`src/rtl/tmr_cc_pkg.sv`:
```
`timescale 1ns/1ps
package tmr_cc_pkg;
   typedef enum logic [1:0] {
      CC_OFF = 2'b00,
      CC_PIN = 2'b01,
      CC_CMP = 2'b10,
      CC_SWR = 2'b11
   } cc_mode_e;

   localparam int unsigned A_CTRL    = 0;
   localparam int unsigned A_MODE    = 1;
   localparam int unsigned A_CNT_LO  = 2;
   localparam int unsigned A_CNT_HI  = 3;
   localparam int unsigned A_CH_BASE = 4;

   localparam int unsigned B_RUN  = 0;
   localparam int unsigned B_SLOW = 1;
   localparam int unsigned B_RLD  = 2;
   localparam int unsigned B_FLAG = 7;
endpackage

```
`src/rtl/tmr_cc_prescale.sv`:
```
`timescale 1ns/1ps
module tmr_cc_prescale #(
   parameter int unsigned DIV = 12
) (
   input  logic clk,
   input  logic rst_n,
   input  logic run,
   input  logic slow,
   output logic tick
);
   localparam int unsigned PW = $clog2(DIV);

   if (DIV < 2) begin : g_bad_div
      $error("tmr_cc_prescale: DIV must be at least 2");
   end

   logic [PW-1:0] pre_q;
   logic          last;

   assign last = (pre_q == PW'(DIV - 1));

   always_ff @(posedge clk) begin
      if (!rst_n)              pre_q <= '0;
      else if (!run || !slow)  pre_q <= '0;
      else if (last)           pre_q <= '0;
      else                     pre_q <= pre_q + PW'(1);
   end

   always_comb tick = run && (!slow || last);

   // the divider never leaves its range
   a_r3_pre_bound: assert property (@(posedge clk) disable iff (!rst_n)
      pre_q <= PW'(DIV - 1));
   // in slow mode a tick is followed by at least one idle cycle
   a_r3_slow_gap: assert property (@(posedge clk) disable iff (!rst_n)
      (tick && slow && run) |=> !tick || !slow);
endmodule

```
`src/rtl/tmr_cc_chan.sv`:
```
`timescale 1ns/1ps
module tmr_cc_chan
   import tmr_cc_pkg::*;
#(
   parameter int unsigned W       = 16,
   parameter bit          HAS_PIN = 1'b1,
   parameter bit          FALL    = 1'b0,
   parameter int unsigned LAT     = 2
) (
   input  logic         clk,
   input  logic         rst_n,
   input  cc_mode_e     mode,
   input  logic         pin,
   input  logic [W-1:0] cnt,
   input  logic         wr_lo,
   input  logic         wr_hi,
   input  logic [7:0]   wdata,
   input  logic         ovf,
   output logic [W-1:0] value,
   output logic         pwm
);
   if (W != 16) begin : g_bad_w
      $error("tmr_cc_chan: W must be 16 (two byte lanes)");
   end
   if (LAT != 1 && LAT != 2) begin : g_bad_lat
      $error("tmr_cc_chan: LAT must be 1 or 2");
   end

   logic pin_in;
   logic s1_q, s2_q, s3_q;
   logic edge_raw;
   logic cap_evt;
   logic pin_cap;
   logic sw_cap;

   assign pin_in = HAS_PIN ? pin : FALL;

   always_ff @(posedge clk) begin
      if (!rst_n) begin
         s1_q <= FALL;
         s2_q <= FALL;
         s3_q <= FALL;
      end else begin
         s1_q <= pin_in;
         s2_q <= s1_q;
         s3_q <= s2_q;
      end
   end

   assign edge_raw = FALL ? (s3_q && !s2_q) : (s2_q && !s3_q);

   if (LAT == 2) begin : g_lat2
      logic edge_d_q;
      always_ff @(posedge clk) begin
         if (!rst_n) edge_d_q <= 1'b0;
         else        edge_d_q <= edge_raw;
      end
      assign cap_evt = edge_d_q;
   end else begin : g_lat1
      assign cap_evt = edge_raw;
   end

   assign pin_cap = (mode == CC_PIN) && cap_evt;
   assign sw_cap  = (mode == CC_SWR) && wr_lo;

   always_ff @(posedge clk) begin
      if (!rst_n)                 value <= '0;
      else if (pin_cap || sw_cap) value <= cnt;
      else if (wr_lo)             value[7:0] <= wdata;
      else if (wr_hi)             value[W-1:8] <= wdata;
   end

   always_ff @(posedge clk) begin
      if (!rst_n)                      pwm <= 1'b0;
      else if (mode != CC_CMP || ovf)  pwm <= 1'b0;
      else if (cnt == value)           pwm <= 1'b1;
   end

   // overflow always drops the compare output
   a_r6_pwm_ovf_low: assert property (@(posedge clk) disable iff (!rst_n)
      ovf |=> !pwm);
   // a software-write capture stores the whole count
   a_r9_sw_capture: assert property (@(posedge clk) disable iff (!rst_n)
      sw_cap |=> value == $past(cnt));
   // an idle channel with no write keeps its value
   a_r10_off_hold: assert property (@(posedge clk) disable iff (!rst_n)
      (mode == CC_OFF && !wr_lo && !wr_hi) |=> $stable(value));
endmodule

```
`src/rtl/tmr_cc4.sv`:
```
`timescale 1ns/1ps
module tmr_cc4
   import tmr_cc_pkg::*;
#(
   parameter int unsigned NUM_CH = 4,
   parameter int unsigned CNT_W  = 16,
   parameter int unsigned DIV    = 12,
   parameter int unsigned ADDR_W = 4
) (
   input  logic              clk,
   input  logic              rst_n,
   input  logic              reg_wr,
   input  logic [ADDR_W-1:0] reg_addr,
   input  logic [7:0]        reg_wdata,
   output logic [7:0]        reg_rdata,
   input  logic [NUM_CH-2:0] cap_pin,
   output logic [NUM_CH-1:0] pwm_out,
   output logic              irq
);
   localparam int unsigned MODE_W = 2 * NUM_CH;
   localparam int unsigned TOP_A  = A_CH_BASE + 2 * NUM_CH;

   if (CNT_W != 16) begin : g_bad_w
      $error("tmr_cc4: CNT_W must be 16");
   end
   if (MODE_W != 8) begin : g_bad_ch
      $error("tmr_cc4: the mode register holds exactly four 2-bit fields");
   end
   if (TOP_A > (1 << ADDR_W)) begin : g_bad_a
      $error("tmr_cc4: ADDR_W too small for the register map");
   end

   logic              run_q, slow_q, rld_q, flag_q;
   logic [MODE_W-1:0] mode_q;
   logic [CNT_W-1:0]  cnt_q;
   logic [CNT_W-1:0]  ch_val [NUM_CH];
   logic [NUM_CH-1:0] pin_w;
   logic              tick, ovf_tick;
   logic              ctrl_wr, mode_wr, cnt_wr_lo, cnt_wr_hi, cnt_wr;

   assign ctrl_wr   = reg_wr && reg_addr == ADDR_W'(A_CTRL);
   assign mode_wr   = reg_wr && reg_addr == ADDR_W'(A_MODE);
   assign cnt_wr_lo = reg_wr && reg_addr == ADDR_W'(A_CNT_LO);
   assign cnt_wr_hi = reg_wr && reg_addr == ADDR_W'(A_CNT_HI);
   assign cnt_wr    = cnt_wr_lo || cnt_wr_hi;

   tmr_cc_prescale #(.DIV(DIV)) u_pre (
      .clk(clk), .rst_n(rst_n), .run(run_q), .slow(slow_q), .tick(tick)
   );

   assign ovf_tick = tick && !cnt_wr && (&cnt_q);

   always_ff @(posedge clk) begin
      if (!rst_n)         cnt_q <= '0;
      else if (cnt_wr_lo) cnt_q[7:0] <= reg_wdata;
      else if (cnt_wr_hi) cnt_q[CNT_W-1:8] <= reg_wdata;
      else if (ovf_tick)  cnt_q <= rld_q ? ch_val[0] : '0;
      else if (tick)      cnt_q <= cnt_q + CNT_W'(1);
   end

   always_ff @(posedge clk) begin
      if (!rst_n) begin
         run_q  <= 1'b0;
         slow_q <= 1'b0;
         rld_q  <= 1'b0;
         mode_q <= '0;
      end else begin
         if (ctrl_wr) begin
            run_q  <= reg_wdata[B_RUN];
            slow_q <= reg_wdata[B_SLOW];
            rld_q  <= reg_wdata[B_RLD];
         end
         if (mode_wr) mode_q <= reg_wdata;
      end
   end

   always_ff @(posedge clk) begin
      if (!rst_n)                           flag_q <= 1'b0;
      else if (ovf_tick)                    flag_q <= 1'b1;
      else if (ctrl_wr && reg_wdata[B_FLAG]) flag_q <= 1'b0;
   end

   assign irq = flag_q;

   for (genvar i = 0; i < NUM_CH; i++) begin : g_ch
      localparam int unsigned LO_A = A_CH_BASE + 2 * i;
      if (i < NUM_CH - 1) begin : g_pin
         assign pin_w[i] = cap_pin[i];
      end else begin : g_nopin
         assign pin_w[i] = 1'b0;
      end
      tmr_cc_chan #(
         .W(CNT_W), .HAS_PIN(i < NUM_CH - 1), .FALL(i == 0), .LAT((i == 0) ? 1 : 2)
      ) u_chan (
         .clk   (clk),
         .rst_n (rst_n),
         .mode  (cc_mode_e'(mode_q[2*i +: 2])),
         .pin   (pin_w[i]),
         .cnt   (cnt_q),
         .wr_lo (reg_wr && reg_addr == ADDR_W'(LO_A)),
         .wr_hi (reg_wr && reg_addr == ADDR_W'(LO_A + 1)),
         .wdata (reg_wdata),
         .ovf   (ovf_tick),
         .value (ch_val[i]),
         .pwm   (pwm_out[i])
      );
   end

   always_comb begin
      reg_rdata = 8'h00;
      if (reg_addr == ADDR_W'(A_CTRL))
         reg_rdata = {flag_q, 4'b0000, rld_q, slow_q, run_q};
      else if (reg_addr == ADDR_W'(A_MODE))   reg_rdata = mode_q;
      else if (reg_addr == ADDR_W'(A_CNT_LO)) reg_rdata = cnt_q[7:0];
      else if (reg_addr == ADDR_W'(A_CNT_HI)) reg_rdata = cnt_q[CNT_W-1:8];
      for (int i = 0; i < NUM_CH; i++) begin
         if (reg_addr == ADDR_W'(A_CH_BASE + 2 * i))     reg_rdata = ch_val[i][7:0];
         if (reg_addr == ADDR_W'(A_CH_BASE + 2 * i + 1)) reg_rdata = ch_val[i][CNT_W-1:8];
      end
   end

   // the flag holds until a clearing write
   a_r4_flag_hold: assert property (@(posedge clk) disable iff (!rst_n)
      (irq && !(ctrl_wr && reg_wdata[B_FLAG])) |=> irq);
   // an overflow sets the flag
   a_r4_flag_set: assert property (@(posedge clk) disable iff (!rst_n)
      ovf_tick |=> irq);
   // overflow without reload wraps to zero
   a_r4_wrap: assert property (@(posedge clk) disable iff (!rst_n)
      (ovf_tick && !rld_q) |=> cnt_q == '0);
   // overflow with reload takes channel 0's value
   a_r5_reload: assert property (@(posedge clk) disable iff (!rst_n)
      (ovf_tick && rld_q) |=> cnt_q == $past(ch_val[0]));
   // a count step with no software write adds one
   a_r11_step: assert property (@(posedge clk) disable iff (!rst_n)
      (tick && !cnt_wr && !(&cnt_q)) |=> cnt_q == $past(cnt_q) + CNT_W'(1));
endmodule

```
`config.mk`:
```
export PLATFORM = sky130hd
export DESIGN_NAME = tmr_cc4
export DESIGN_NICKNAME = d
export VERILOG_FILES = /design/src/rtl/tmr_cc_pkg.sv /design/src/rtl/tmr_cc_prescale.sv /design/src/rtl/tmr_cc_chan.sv /design/src/rtl/tmr_cc4.sv
export SDC_FILE = /design/constraint.sdc
export NUM_CORES = 1
export LEC_CHECK = 0
export BUFFER_PORTS_ARGS = -buffer_cell sky130_fd_sc_hd__buf_4
export CAP_MARGIN = 20
export CORE_ASPECT_RATIO = 1.2
export CORE_MARGIN = 2
export CORE_UTILIZATION = 45
export CTS_CLUSTER_DIAMETER = 50
export CTS_CLUSTER_SIZE = 24
export DETAILED_ROUTE_END_ITERATION = 10
export HOLD_SLACK_MARGIN = 0.03
export SLEW_MARGIN = 10
export SYNTH_ARGS = -nofsm -noshare
export SYNTH_HDL_FRONTEND = slang
export SYNTH_SLANG_ARGS = --single-unit
export TNS_END_PERCENT = 50
```
`constraint.sdc`:
```
create_clock -name clk -period 2.12 [get_ports clk]
set_input_delay 0.212 -clock clk [delete_from_list [all_inputs] [get_ports clk]]
set_output_delay 0.212 -clock clk [all_outputs]
set_load 0.02 [all_outputs]
```
==> impl_metrics.py <==
metrics = {
    "logic_synthesis": {
        "synth-edff-count": 0,
        "syn_nets": 844,
        "synth_area_per_cell_sq_um": 8.54,
        "synthCells": 824,
        "synth_seq_cells": 111,
        "ys_top_cells_by_area": "dfxtp_1 (32%), xnor2_1 (8.8%), mux2i_1 (7.4%)",
        "netlist_area_sq_mm": 0.00704,
        "yosys_warnings": 0,
        "synth_top_area_frac": 0.316,
        "ys_seq_area_frac": 0.316,
        "ys.flop_type": "dfxtp_1",
        "yosysMostFrequentCell": "dfxtp_1",
        "synth_top_area_cell": "dfxtp_1",
        "async_reset_ff_frac": 0,
        "ys_types": 68,
        "netlist_top_cells_count": "dfxtp_1 (111), nor2_1 (92), xnor2_1 (71)",
    },
    "worst_hold_path": {
        "hp-start": "cap_pin[2]",
        "hold_path.class": "in2reg",
        "min_to": "g_ch[2].u_chan.s1_q$_SDFF_PN0_",
        "min_path_cells": 2,
    },
    "drt": {
        "vias": 6648,
        "drt-initial-drc-count": 694,
        "routed_wl_mm": 25.0,
        "final_antenna_net_count": 0,
        "drc": 0,
        "post_drt_wl_per_cell_um": 23.3,
        "drt_first_pass_iters": 5,
        "viasPerCell": 6.21,
    },
    "grt": {
        "grtUsageTotal": 0.302,
        "antenna_found_initial": 0,
        "globalRoute.busiestLayer": "met2",
        "grt_use_met3": 0.0409,
        "use_met1": 0.348,
        "met2_usage": 0.503,
        "grt_pass1_vias": 6640,
        "grt_start_max_net_pins": 44,
        "grt.overflow.total": 0,
        "grt_pass1_wl_mm": 38.1,
    },
    "finish": {
        "design_area_sq_mm": 0.00811,
        "drive_gt1_frac": 0.219,
        "syn_to_final_growth_pct": 15.2,
        "nets": 878,
        "n_antenna_cell": 0,
    },
    "die": {
        "io_pins": 31,
        "fp.coreArea_sq_mm": 0.0155,
        "fp.dieH_um": 141,
        "chipWidth_um": 118,
        "rows": 50,
        "fp.dieArea_sq_mm": 0.0167,
        "initial_utilization": 0.455,
    },
    "flow_run": {
        "max_cap_viol_count": 0,
    },
    "clock_network": {
        "cts_buffer_depth": 2,
        "cts_buffers": 9,
        "cts_setup_buffers": 0,
        "cts_tree": "built",
        "clk_latency_ns": 0.37,
        "cts-root-buf": "clkbuf_16",
        "cts_num_sinks": 111,
        "htreeDepth": 3,
        "clkSlewWorstSetupHoldPaths_ns": 0.08,
    },
    "power": {
        "combinationalPowerShare": 0.149,
        "pwr-share-seq": 0.475,
        "power.density_mw_per_mm2": 561,
        "power_uw": 4550,
        "p_sw_uw": 1290,
        "internal_power_uw": 3260,
        "p_leak_uw": 0.00308,
        "sw_frac_of_total": 0.283,
        "clkPwrFrac": 0.377,
        "peakVddDrop_uv": 376,
    },
    "critical_path": {
        "cp_max_fo": 12,
        "cp-end-kind": "primary output",
        "required_ns": 1.91,
        "r2r-start": "cnt_q[6]$_SDFFE_PN0P_",
        "r2r_cells": 7,
        "startpoint_type": "flop",
        "arrival_ns": 1.88,
        "rr_endpoint": "g_ch[3].u_chan.pwm$_SDFFE_PP0N_",
        "critical_path_class": "reg2out",
        "r2r_slack_ns": 0.11,
    },
    "timing": {
        "finalSetupTns_ns": 0,
        "hold_viol": 0,
        "fmax_ghz": 0.479,
        "post-route-period-util": 0.984,
        "whs_ns": 0.0503,
        "setup_viol": 0,
        "skew_ns": 0.00901,
        "period_minus_slack_ns": 2.09,
        "rsz0062_at_grt": "yes",
        "drv_slew": 0,
        "worst_pin_slew_ns": 0.481,
        "slew_headroom": 0.677,
    },
    "place": {
        "placed_cell_area_sq_mm": 0.00775,
        "portBuffers": 30,
        "dp_hpwl_mm": 18.1,
        "globalplace.congestion": 1.06,
    },
    "run_status": {
        "status": "finished, final reports clean",
    },
}
[cell type report]
cell class | count | area [sq um]
tap | 208 | 260
fill | 1486 | 7340
clock inverter | 5 | 38.8
timing repair buffer | 107 | 897
multi-input combinational | 618 | 4380
sequential | 111 | 2230
clock buffer | 11 | 253
inverter | 11 | 41.3
[stage by stage]
| stage | instances | setup WS, ns | utilization |
|---|---|---|---|
| CTS | 1071 | -0.00302 | 0.522 |
| global placement | 1054 | 0.0465 | 0.502 |
| detailed placement | 1054 | 0.0326 | 0.502 |
| global route | 1071 | -0.0100 | 0.525 |
| floorplan | 824 | 0.184 | - |
| finish | 1071 | 0.0329 | 0.525 |
[worst max-delay path, stage by stage, from the launching register on]
cell and delay, ns:
dfxtp_1 0.33, buf_4 0.26, mux2_2 0.20, a221oi_1 0.06, a211o_1 0.30, a21oi_1 0.18
buf_4 0.17
[worst max path at each step]
stage,startpoint,slack [ns],end,depth (start not counted)
3_5_place_dp,reg_addr[0],0.03,reg_rdata[7],7
5_1_grt,cnt_q[0]$_SDFFE_PN0P_,-0.01,reg_rdata[0],7
6_report,cnt_q[14]$_SDFFE_PN0P_,0.03,reg_rdata[6],6
2_1_floorplan,reg_addr[0],0.18,reg_rdata[5],7
4_1_cts,mode_q[5]$_SDFFE_PN0P_,-0.003,reg_rdata[5],6
3_3_place_gp,reg_addr[0],0.05,reg_rdata[7],7
[state kept, by name, indices dropped and copies added, names as in the netlist]
register,flops
cnt_q,16
g_ch.u_chan.cap_evt,2
slow_q,1
irq,1
rld_q,1
g_ch.u_chan.s3_q,3
u_pre.pre_q,4
g_ch.u_chan.s2_q,3
run_q,1
g_ch.u_chan.value,64
g_ch.u_chan.s1_q,3
mode_q,8
g_ch.u_chan.pwm,4
[placed cells by master (no fill, tap or decap), types with 10 or more instances in the layout]
master / count
dfxtp_1: 103
buf_4: 98
nor2_1: 92
xnor2_1: 71
nand2_1: 61
mux2i_1: 52
nand3_1: 45
mux2_2: 30
a21oi_1: 24
nand4_1: 21
a31oi_1: 19
a211oi_1: 19
o21ai_0: 16
a311oi_1: 16
nand2b_1: 14
o221ai_1: 14
inv_1: 10
nor2b_1: 10
[power groups by stage]
stage / sequential [uW] / combinational [uW] / clock [uW]
floorplan: 2190 / 396 / 0
global placement: 2210 / 645 / 0
detailed placement: 2210 / 651 / 0
CTS: 2160 / 658 / 1740
global route: 2160 / 714 / 1820
finish: 2160 / 676 / 1720
[routing by layer]
layer  share of wire  wire, um
met5               0         0
met1            0.39      9670
met4           0.075      1860
met2            0.47     11700
met3           0.067      1670
[kinds of logic after synthesis]
logic type | synth area share
flip-flops | 0.316
adder cells (fa/ha/maj) | 0.00356
AO/OA/AOI/OAI | 0.150
buffers and inverters | 0.0656
AND/OR/NAND/NOR | 0.216
XOR/XNOR | 0.0971
multiplexers | 0.152
[repair_timing]
item | 4_1_cts | 5_1_grt
pin swaps | 0 | 5
hold buffers | 1 | 0
gates cloned | 0 | 0
resized for setup | 5 | 14
endpoints found under the setup margin | 3 | 10
hold endpoints to repair | 1 | 0
Note: power is estimated with default switching activity, not from simulation.
